[config.mk]
export PLATFORM = sky130hd
export DESIGN_NAME = rename_tracker
export DESIGN_NICKNAME = d
export VERILOG_FILES = /design/src/rtl/rename_pkg.sv /design/src/rtl/rename_table.sv /design/src/rtl/rename_pool.sv /design/src/rtl/rename_tracker.sv
export SDC_FILE = /design/constraint.sdc
export NUM_CORES = 1
export LEC_CHECK = 0
export ABC_AREA = 1
export BUFFER_PORTS_ARGS = -buffer_cell sky130_fd_sc_hd__buf_2
export CAP_MARGIN = 20
export CORE_ASPECT_RATIO = 0.7
export CORE_MARGIN = 8
export CORE_UTILIZATION = 38
export CTS_CLUSTER_DIAMETER = 80
export DETAILED_ROUTE_END_ITERATION = 12
export MAX_ROUTING_LAYER = met4
export PLACE_DENSITY = 0.63
export SETUP_SLACK_MARGIN = 0.5
export SYNTH_ARGS = -nofsm -noshare
export SYNTH_HDL_FRONTEND = slang
export SYNTH_SLANG_ARGS = --single-unit
[constraint.sdc]
create_clock -name clk -period 7.95 [get_ports clk]
set_input_delay 0.795 -clock clk [delete_from_list [all_inputs] [get_ports clk]]
set_output_delay 0.795 -clock clk [all_outputs]
set_load 0.03 [all_outputs]
[src/rtl/rename_pkg.sv]
package rename_pkg;

  // Pool admission rule shared by the allocation and query ports.
  // A limit of zero stands for an unbounded pool.
  function automatic bit fits_pool(input int unsigned used,
                                   input int unsigned req,
                                   input int unsigned limit);
    if (limit == 0) return 1'b1;
    return (used + req) <= limit;
  endfunction

endpackage

[src/rtl/rename_table.sv]
module rename_table #(
  parameter int NUM_AREGS = 16,
  parameter int AREG_W    = 4,
  parameter int TAG_W     = 6,
  parameter int MAX_WR    = 2,
  parameter int REQ_W     = 2
) (
  input  logic                      clk,
  input  logic                      rst_n,
  input  logic                      wr_en,
  input  logic [REQ_W-1:0]          wr_cnt,
  input  logic [MAX_WR*AREG_W-1:0]  wr_regs,
  input  logic [TAG_W-1:0]          wr_tag,
  input  logic                      clr_en,
  input  logic [TAG_W-1:0]          clr_tag,
  input  logic                      rd_req,
  input  logic [AREG_W-1:0]         rd_reg,
  output logic                      rd_resp_valid,
  output logic                      rd_resp_hit,
  output logic [TAG_W-1:0]          rd_resp_tag
);

  logic [NUM_AREGS-1:0] ent_vld;
  logic [TAG_W-1:0]     ent_tag [NUM_AREGS];

  for (genvar r = 0; r < NUM_AREGS; r++) begin : g_ent
    logic write_here;
    logic clear_here;

    always_comb begin
      write_here = 1'b0;
      for (int i = 0; i < MAX_WR; i++) begin
        if (wr_en && (32'(i) < 32'(wr_cnt)) &&
            (32'(wr_regs[i*AREG_W +: AREG_W]) == r))
          write_here = 1'b1;
      end
    end

    assign clear_here = clr_en && ent_vld[r] && (ent_tag[r] == clr_tag);

    always_ff @(posedge clk) begin
      if (!rst_n) begin
        ent_vld[r] <= 1'b0;
        ent_tag[r] <= '0;
      end else if (write_here) begin
        ent_vld[r] <= 1'b1;
        ent_tag[r] <= wr_tag;
      end else if (clear_here) begin
        ent_vld[r] <= 1'b0;
      end
    end

    // a matching release with no competing write empties the entry
    a_r6_clear_match: assert property (@(posedge clk) disable iff (!rst_n)
      (clear_here && !write_here) |=> !ent_vld[r]);

    // a write in the same cycle as a release keeps the new writer
    a_r7_write_wins: assert property (@(posedge clk) disable iff (!rst_n)
      (write_here && clr_en) |=> (ent_vld[r] && ent_tag[r] == $past(wr_tag)));
  end

  always_ff @(posedge clk) begin
    if (!rst_n) begin
      rd_resp_valid <= 1'b0;
      rd_resp_hit   <= 1'b0;
      rd_resp_tag   <= '0;
    end else begin
      rd_resp_valid <= rd_req;
      if (rd_req) begin
        rd_resp_hit <= ent_vld[rd_reg];
        rd_resp_tag <= ent_tag[rd_reg];
      end
    end
  end

  // one response per request, exactly one cycle later
  a_r5_resp_timing: assert property (@(posedge clk) disable iff (!rst_n)
    rd_req |=> rd_resp_valid);

endmodule

[src/rtl/rename_pool.sv]
module rename_pool #(
  parameter int POOL_LIMIT = 8,
  parameter int REQ_W      = 2,
  parameter int CNT_W      = 16
) (
  input  logic             clk,
  input  logic             rst_n,
  input  logic             alloc_valid,
  input  logic [REQ_W-1:0] alloc_cnt,
  output logic             alloc_ready,
  output logic             alloc_fire,
  input  logic [REQ_W-1:0] query_cnt,
  output logic             query_ok,
  input  logic             rel_valid,
  input  logic [REQ_W-1:0] rel_cnt,
  output logic [CNT_W-1:0] in_use,
  output logic [CNT_W-1:0] peak_use,
  output logic [CNT_W-1:0] total_alloc
);
  import rename_pkg::*;

  localparam int SUM_W = CNT_W + 1;

  logic [SUM_W-1:0] acc_n;
  logic [SUM_W-1:0] rel_n;
  logic [SUM_W-1:0] gross;
  logic [SUM_W-1:0] rel_eff;
  logic [CNT_W-1:0] use_next;

  if (POOL_LIMIT == 0) begin : g_unbounded
    assign alloc_ready = 1'b1;
    assign query_ok    = 1'b1;
  end else begin : g_bounded
    assign alloc_ready = fits_pool(32'(in_use), 32'(alloc_cnt), POOL_LIMIT);
    assign query_ok    = fits_pool(32'(in_use), 32'(query_cnt), POOL_LIMIT);
  end

  assign alloc_fire = alloc_valid && alloc_ready;
  assign acc_n      = alloc_fire ? SUM_W'(alloc_cnt) : '0;
  assign rel_n      = rel_valid  ? SUM_W'(rel_cnt)   : '0;
  assign gross      = SUM_W'(in_use) + acc_n;
  assign rel_eff    = (rel_n > gross) ? gross : rel_n;
  assign use_next   = CNT_W'(gross - rel_eff);

  always_ff @(posedge clk) begin
    if (!rst_n) begin
      in_use      <= '0;
      peak_use    <= '0;
      total_alloc <= '0;
    end else begin
      in_use      <= use_next;
      total_alloc <= total_alloc + CNT_W'(acc_n);
      if (use_next > peak_use) peak_use <= use_next;
    end
  end

  if (POOL_LIMIT != 0) begin : g_chk_limit
    // admission control keeps occupancy within the limit
    a_r2_no_overflow: assert property (@(posedge clk) disable iff (!rst_n)
      32'(in_use) <= POOL_LIMIT);
  end

  // the peak never trails the present occupancy
  a_r10_peak_cover: assert property (@(posedge clk) disable iff (!rst_n)
    peak_use >= in_use);

  // without an accepted allocation the lifetime count holds
  a_r9_total_hold: assert property (@(posedge clk) disable iff (!rst_n)
    !alloc_fire |=> $stable(total_alloc));

  // with no traffic the occupancy holds
  a_r8_use_hold: assert property (@(posedge clk) disable iff (!rst_n)
    (!alloc_fire && !rel_valid) |=> $stable(in_use));

endmodule

[src/rtl/rename_tracker.sv]
module rename_tracker #(
  parameter int NUM_AREGS  = 16,
  parameter int TAG_W      = 6,
  parameter int MAX_WR     = 2,
  parameter int POOL_LIMIT = 8,
  parameter int CNT_W      = 16,
  parameter int AREG_W     = $clog2(NUM_AREGS),
  parameter int REQ_W      = $clog2(MAX_WR + 1)
) (
  input  logic                      clk,
  input  logic                      rst_n,
  input  logic                      alloc_valid,
  output logic                      alloc_ready,
  input  logic [REQ_W-1:0]          alloc_cnt,
  input  logic [MAX_WR*AREG_W-1:0]  alloc_regs,
  input  logic [TAG_W-1:0]          alloc_tag,
  input  logic                      rel_valid,
  input  logic [TAG_W-1:0]          rel_tag,
  input  logic [REQ_W-1:0]          rel_cnt,
  input  logic                      rd_req,
  input  logic [AREG_W-1:0]         rd_reg,
  output logic                      rd_resp_valid,
  output logic                      rd_resp_hit,
  output logic [TAG_W-1:0]          rd_resp_tag,
  input  logic [REQ_W-1:0]          query_cnt,
  output logic                      query_ok,
  output logic [CNT_W-1:0]          in_use,
  output logic [CNT_W-1:0]          peak_use,
  output logic [CNT_W-1:0]          total_alloc
);

  logic alloc_fire;

  rename_pool #(
    .POOL_LIMIT (POOL_LIMIT),
    .REQ_W      (REQ_W),
    .CNT_W      (CNT_W)
  ) u_pool (
    .clk         (clk),
    .rst_n       (rst_n),
    .alloc_valid (alloc_valid),
    .alloc_cnt   (alloc_cnt),
    .alloc_ready (alloc_ready),
    .alloc_fire  (alloc_fire),
    .query_cnt   (query_cnt),
    .query_ok    (query_ok),
    .rel_valid   (rel_valid),
    .rel_cnt     (rel_cnt),
    .in_use      (in_use),
    .peak_use    (peak_use),
    .total_alloc (total_alloc)
  );

  rename_table #(
    .NUM_AREGS (NUM_AREGS),
    .AREG_W    (AREG_W),
    .TAG_W     (TAG_W),
    .MAX_WR    (MAX_WR),
    .REQ_W     (REQ_W)
  ) u_table (
    .clk           (clk),
    .rst_n         (rst_n),
    .wr_en         (alloc_fire),
    .wr_cnt        (alloc_cnt),
    .wr_regs       (alloc_regs),
    .wr_tag        (alloc_tag),
    .clr_en        (rel_valid),
    .clr_tag       (rel_tag),
    .rd_req        (rd_req),
    .rd_reg        (rd_reg),
    .rd_resp_valid (rd_resp_valid),
    .rd_resp_hit   (rd_resp_hit),
    .rd_resp_tag   (rd_resp_tag)
  );

  // a refused offer must not move the lifetime count
  a_r9_refused: assert property (@(posedge clk) disable iff (!rst_n)
    (alloc_valid && !alloc_ready) |=> $stable(total_alloc));

endmodule

==> results of run 1 <==
## critical path, delay by kind of cell
family                     cells  cell delay, ns
adders and majority gates      7            1.99
and+or+nand+nor               21            2.63
xor gates and xnor gates       1            0.25
buffers and inverters          5            0.59
AOI/OAI and AO/OA              7            1.15
## cell type report
| cell class | instances | area [µm²] | area share |
|---|---|---|---|
| sequential | 168 | 4330 | 0.350 |
| tap | 371 | 464 | 0.0376 |
| clock buffer | 22 | 485 | 0.0393 |
| multi-input combinational | 992 | 5620 | 0.455 |
| timing repair buffer | 120 | 693 | 0.0562 |
| inverter | 164 | 619 | 0.0502 |
| clock inverter | 10 | 118 | 0.00953 |
| antenna | 2 | 5.00 | 0.000405 |
| timing repair inverter | 2 | 15.0 | 0.00122 |
## repair_timing
action                     4_1_cts  5_1_grt
gates cloned                     0        2
resized for setup                1       61
setup endpoints to repair       12       16
pin swaps                        0       20
setup buffers                    0       10
hold buffers                     0        0
## flip-flops by register name (all words and copies together) (netlist names)
signal / count
u_pool.in_use: 16
u_pool.peak_use: 16
u_pool.total_alloc: 16
u_table.ent_tag: 96
u_table.ent_vld: 16
u_table.rd_resp_hit: 1
u_table.rd_resp_tag: 6
u_table.rd_resp_valid: 1
## cell usage after synthesis, types with 6 or more instances
cell,instances
nor2_1,244
o2111ai_1,29
xor2_1,42
o22ai_1,18
o221ai_1,15
nand3_1,93
nor2_2,10
edfxtp_1,96
nand2_1,193
nand2_2,16
nor3_1,13
o21ai_0,109
dfxtp_1,72
o311ai_0,8
a221oi_1,11
xnor2_1,15
a21oi_1,65
inv_1,155
o211ai_1,18
clkbuf_1,56
nand4_1,23
a211oi_1,6
ha_1,28
## per-stage QoR
step	instances	total power [mW]	setup WS, ns
after global routing	1851	4.68	0.408
after detailed placement	1805	3.15	-0.0228
after CTS	1837	4.03	0.507
after floorplan	1392	2.56	1.15
final	1851	4.39	0.843
after global placement	1805	3.13	0.171
## worst max-delay path by stage
stage                                      to  slack [ns]
after floorplan           u_pool.peak_use[13]        1.15
after global placement    u_pool.peak_use[15]        0.17
after detailed placement   u_pool.peak_use[9]       -0.02
after CTS                  u_pool.peak_use[9]        0.51
after global routing       u_pool.peak_use[0]        0.41
final                      u_pool.peak_use[9]        0.84
## cell usage in the layout, fill, tap and decap left out, types with 8 or more instances in the layout
master     instances
inv_2              8
nor2_4            12
dfxtp_1           71
o21ai_0          100
nand3_1           91
o22ai_1           18
nor3_1            11
o221ai_1          15
nand2_2           18
inv_1            151
a221oi_1          11
nand2_1          190
buf_4             26
o211ai_1          18
nand4_1           23
edfxtp_1          96
a21oi_1           64
o2111ai_1         29
xor2_1            37
xnor2_1           15
o311ai_0           8
buf_2             91
o21ai_1            9
clkbuf_16         18
ha_1              24
nor2_2             8
nor2_1           239
## cell families after synthesis
family | after synthesis
compound gates | 294
xor+xnor | 57
fa+ha+maj | 33
buf+inv | 232
flops | 168
simple gates | 608
## routing by layer
layer	GRT usage	routed length [µm]	up-vias
met4	0.0671	618	0
met3	0.0579	3700	44
li1	-	-	4904
met5	-	0	-
met1	0.320	17400	4904
met2	0.294	15100	542
## power groups by stage
stage,clock (mW),sequential (mW),combinational (mW)
4_1_cts,0.878,1.16,1.99
5_1_grt,0.916,1.18,2.59
3_5_place_dp,0,1.18,1.97
2_1_floorplan,0,1.24,1.32
3_3_place_gp,0,1.19,1.94
6_report,0.871,1.17,2.35
==> out/metrics.yaml, run 1 <==
run_status:
  status: "finished clean"
routing:
  drc: 0
  post_drt_wl_per_cell_um: 19.9
  vias_per_cell: 5.62
  via_count: 10400
  drt-pass1-iter-count: 6
  drt_iter0_drc: 1174
  drtAntennaViolNets: 0
  routed_wl_um: 36800
clock_network:
  path_clk_slew_ns: 0.07
  h-tree-depth: 4
  cts.path.max_buffers: 2
  cts_made_buffers: 17
  cts.sinks: 168
  clockRootBuffer: "clkbuf_16"
  clkLatencyLatePin_ns: 0.46
  cts_tree: "done"
critical_path:
  crit_type: "in2reg"
  crit_required_ns: 8.29
  worst_path_max_delay_cell: "fa_2"
  cp_max_fo: 16
  cp.arrival_ns: 7.45
  rr_worst_depth: 35
  path_common_cell: "nor2_4"
  setup.worst_path.start_class: "primary input"
  slowest_delay_ns: 0.47
  r2r_end: "u_pool.peak_use[9]"
  end_kind: "flip-flop"
  r2r_slack_ns: 0.91
  r2r-start: "u_pool.in_use[8]"
  critPathLaunch: "alloc_cnt[0]"
finish:
  utilization: 0.446
  synthToLayoutAreaGrowth_pct: 16.1
  finalInstanceArea_mm2: 0.0123
  n_fill_cell: 2837
  drive_above_1_share: 0.152
  nets: 1533
place:
  port_buffers: 92
  place_area_mm2: 0.0114
  hpwl_um: 26700
  gp_congestion: 0.991
global_route:
  grt_pass1_vias: 9626
  grt_pass1_wl_um: 56300
  grt_util_all_layers: 0.221
  grt_start_max_net_pins: 54
  antenna_found_initial: 2
  grt.overflow.total: 0
timing:
  setup_violations: 0
  timing.final.crit_share: 0.894
  drv_slew: 0
  clock.fmax_mhz: 141
  worstMarginPinSlew_ns: 1.12
  period_minus_slack_ns: 7.11
  setup_tns_ns: 0
  rsz0062_at_grt: "false"
  timing.hold.ws_ns: 0.469
  maxSlewHeadroom: 0.256
  fin_skew_ns: 0.0148
  hold_viol: 0
pwr:
  cellPowerDensity_mw_per_mm2: 356
  seqPwrFrac: 0.267
  p_comb_frac: 0.534
  p_switching_mw: 2.04
  p_clk_frac: 0.198
  p_int_mw: 2.36
  p_leak_nw: 5.25
  max-vdd-ir-drop_mv: 0.505
  switching_share: 0.464
logic_synthesis:
  synth_cell_types: 45
  synth_seq_area_share: 0.407
  ys_ff_latch: 168
  avgSynthCellArea_um2: 7.64
  synth_enable_flop_cells: 96
  async_flop_share: 0
  yosys-top-cells-area: "edfxtp_1 (27%), dfxtp_1 (14%), nor2_1 (8.6%)"
  synth_top_area_share: 0.271
  syn_nets: 1460
  synth-compound-area-share: 0.174
  yosysTopAreaCell: "edfxtp_1"
  synth-adder-area-share: 0.0424
  yosys.area_share.simple: 0.246
  synth_top_family_by_area: "simple AND/OR/NAND/NOR gates"
  synthXorXnorAreaFrac: 0.0469
  syn-instance-count: 1392
  syn_area_mm2: 0.0106
  synthMuxAreaShare: 0
  synth_warnings: 0
  synthFlopType: "edfxtp_1"
die:
  die_x_um: 216
  die_h_um: 156
  start_util: 0.384
  ios: 93
  dieArea_mm2: 0.0337
  rows: 51
  core_area_mm2: 0.0277
hold_path:
  hold-path-cell-count: 2
  hold_start: "u_table.ent_vld[5]"
  min_delay_worst_endpoint: "u_table.ent_vld[5]"
  hold_class: "reg2reg"
flow_run:
  maxCapViolCount: 0
No activity file was read; power rests on OpenSTA's default activity.
==> run 2, diff against run 1 <==
--- a/config.mk
+++ b/config.mk
@@ -8,13 +8,15 @@
 export ABC_AREA = 1
 export BUFFER_PORTS_ARGS = -buffer_cell sky130_fd_sc_hd__buf_2
 export CAP_MARGIN = 20
+export CELL_PAD_IN_SITES_DETAIL_PLACEMENT = 0
+export CELL_PAD_IN_SITES_GLOBAL_PLACEMENT = 1
 export CORE_ASPECT_RATIO = 0.7
 export CORE_MARGIN = 8
 export CORE_UTILIZATION = 38
 export CTS_CLUSTER_DIAMETER = 80
 export DETAILED_ROUTE_END_ITERATION = 12
 export MAX_ROUTING_LAYER = met4
-export PLACE_DENSITY = 0.63
+export PLACE_DENSITY = 0.78
 export SETUP_SLACK_MARGIN = 0.5
 export SYNTH_ARGS = -nofsm -noshare
 export SYNTH_HDL_FRONTEND = slang
==> out/metrics.yaml, run 2 (synthesized netlist as in run 1, its figures left out) <==
critical_path:
  path_common_cell: "nand2_1"
  cp.arrival_ns: 7.34  # -0.11 ns
  crit_type: "in2reg"
  end_kind: "flip-flop"
  slowest_delay_ns: 0.43  # -0.04 ns
  crit_required_ns: 8.31  # +0.02 ns
  r2r-start: "u_pool.in_use[2]"
  rr_worst_depth: 40  # +14%
  r2r_slack_ns: 1.04  # +0.13 ns
  r2r_end: "u_pool.peak_use[2]"
  worst_path_max_delay_cell: "fa_2"
  setup.worst_path.start_class: "primary input"
  cp_max_fo: 11  # -5
clock_network:
  h-tree-depth: 4  # unchanged
  cts_tree: "done"
  cts.sinks: 168  # unchanged
  cts.path.max_buffers: 2  # unchanged
  clockRootBuffer: "clkbuf_16"
  cts_made_buffers: 17  # unchanged
  clkLatencyLatePin_ns: 0.44  # -0.02 ns
  path_clk_slew_ns: 0.07  # about the same
place:
  port_buffers: 92  # unchanged
  hpwl_um: 27600  # +3.1%
  gp_congestion: 0.965  # -2.7%
finish:
  nets: 1531  # -0.13%
  final_cell_mix: "nor2_1 (238), nand2_1 (192), inv_1 (150), o21ai_0 (109), edfxtp_1 (96)"
  top_register: "u_table.ent_tag"
  n_fill_cell: 2825  # -0.42%
  regArea_mm2: 0.00433  # unchanged
  drive_above_1_share: 0.148  # -0.00386
  utilization: 0.442  # -0.00348
  largest_register_ffs: 96  # unchanged
  synthToLayoutAreaGrowth_pct: 15.2
  multi_input_area_mm2: 0.00556  # -1.1%
  final_common_cell: "nor2_1"
die:
  ios: 93  # unchanged
  start_util: 0.384  # unchanged
  die_h_um: 156  # unchanged
  rows: 51  # unchanged
  die_x_um: 216  # unchanged
  core_area_mm2: 0.0277  # unchanged
  dieArea_mm2: 0.0337  # unchanged
timing:
  drv_slew: 0  # unchanged
  fin_skew_ns: 0.0123  # -0.00257 ns
  clock.fmax_mhz: 143  # +1.8%
  setup_tns_ns: 0  # unchanged
  timing.final.crit_share: 0.878  # -0.0158
  worstMarginPinSlew_ns: 0.970  # -0.145 ns
  setup_violations: 0  # unchanged
  rsz0062_at_grt: "false"
  period_minus_slack_ns: 6.98  # -0.125 ns
  maxSlewHeadroom: 0.352  # +0.0966
  hold_viol: 0  # unchanged
pwr:
  cellPowerDensity_mw_per_mm2: 354  # -0.53%
  seqPwrFrac: 0.270  # +0.003
  p_comb_frac: 0.538  # +0.004
  p_leak_nw: 5.26  # about the same
  switching_share: 0.453  # -0.0103
  p_clk_frac: 0.192  # -0.006
  max-vdd-ir-drop_mv: 0.533  # +5.6%
  p_int_mw: 2.37  # +0.59%
  p_switching_mw: 1.96  # -3.5%
routing:
  post_drt_wl_per_cell_um: 20.2  # +1.7%
  routed_wl_um: 37400  # +1.5%
  drtAntennaViolNets: 0  # unchanged
  drc: 0  # unchanged
  drt_iter0_drc: 1086  # -7.5%
  via_count: 10200  # -2.0%
  drt-pass1-iter-count: 5  # -1
  vias_per_cell: 5.51  # -1.8%
hold_path:
  hold-path-cell-count: 2  # unchanged
  min_delay_worst_endpoint: "u_table.ent_vld[2]"
  hold_class: "reg2reg"
  hold_start: "u_table.ent_vld[2]"
global_route:
  grt_pass1_vias: 9496  # -1.4%
  antenna_found_initial: 1  # -1
  grt_util_all_layers: 0.225  # +0.00434
  grt_start_max_net_pins: 82  # +52%
  grt_pass1_wl_um: 57500  # +2.2%
  grt.overflow.total: 0  # unchanged
flow_run:
  maxCapViolCount: 0  # unchanged
run_status:
  status: "finished clean"
==> run 2: changes by cell type in the layout (fill, tap and decap cells not counted), sizes merged <==
cell,change
diode,-1
buf,-1
clkinvlp,-5
bufinv,-2
clkbuf,+1
clkinv,-2
inv,+7
==> run 2: how the worst max path moves through the flow <==
| stage | depth (start not counted) | to | startpoint | slack (ns) |
|---|---|---|---|---|
| floorplan | 43 | u_pool.peak_use[13] | alloc_cnt[0] | 1.15 |
| global placement | 44 | u_pool.peak_use[8] | alloc_cnt[0] | 0.49 |
| detailed placement | 45 | u_pool.peak_use[4] | alloc_cnt[0] | 0.35 |
| CTS | 45 | u_pool.peak_use[4] | alloc_cnt[0] | 0.79 |
| global route | 44 | u_pool.peak_use[2] | alloc_cnt[0] | 0.44 |
| finish | 46 | u_pool.peak_use[2] | alloc_cnt[0] | 0.97 |
==> run 2: power groups by stage <==
stage	sequential [mW]	combinational, mW	clock (mW)
detailed placement	1.18	2.08	0
CTS	1.16	2.09	0.841
floorplan	1.24	1.32	0
finish	1.17	2.33	0.832
global placement	1.18	2.06	0
global route	1.18	2.59	0.876
==> run 2: metal layers <==
metal	GRT usage	up-vias	share of wire
met5	-	-	0
met2	0.293	514	0.39
li1	-	4892	-
met4	0.0601	0	0.019
met3	0.0585	47	0.11
met1	0.335	4738	0.48
==> run 2: final cells by class <==
class                           count  share of cell area
Inverter                          164              0.0503
Timing Repair Buffer              120              0.0575
Tap cell                          371              0.0379
Clock buffer                       22              0.0407
Antenna cell                        1            0.000204
Multi-Input combinational cell    992               0.454
Sequential cell                   168               0.353
Clock inverter                     10             0.00654
==> run 2: timing repair <==
item | in CTS | in global routing
hold buffers | 0 | 0
endpoints found under the setup margin | 0 | 16
buffers inserted | 0 | 4
gates resized for setup | 0 | 38
==> run 2: worst max-delay path: cells and delay by family <==
kind                     cells  cell delay [ns]
AND/OR/NAND/NOR             28             3.41
buffers and inverters        8             0.77
AO/OA/AOI/OAI                3             0.53
adder cells (fa/ha/maj)      6             1.61
XOR/XNOR                     1             0.23
==> run 2: per-stage QoR <==
step | area, µm² | hold slack, ns | power [mW] | instances | worst slack [ns]
4_1_cts | 12000 | 0.472 | 4.10 | 1842 | 0.787
6_report | 12200 | 0.471 | 4.33 | 1848 | 0.969
3_5_place_dp | 11500 | 0.461 | 3.26 | 1810 | 0.354
3_3_place_gp | 11500 | 0.458 | 3.25 | 1810 | 0.486
5_1_grt | 12200 | 0.489 | 4.65 | 1848 | 0.435
2_1_floorplan | 10600 | 0.444 | 2.56 | 1392 | 1.15
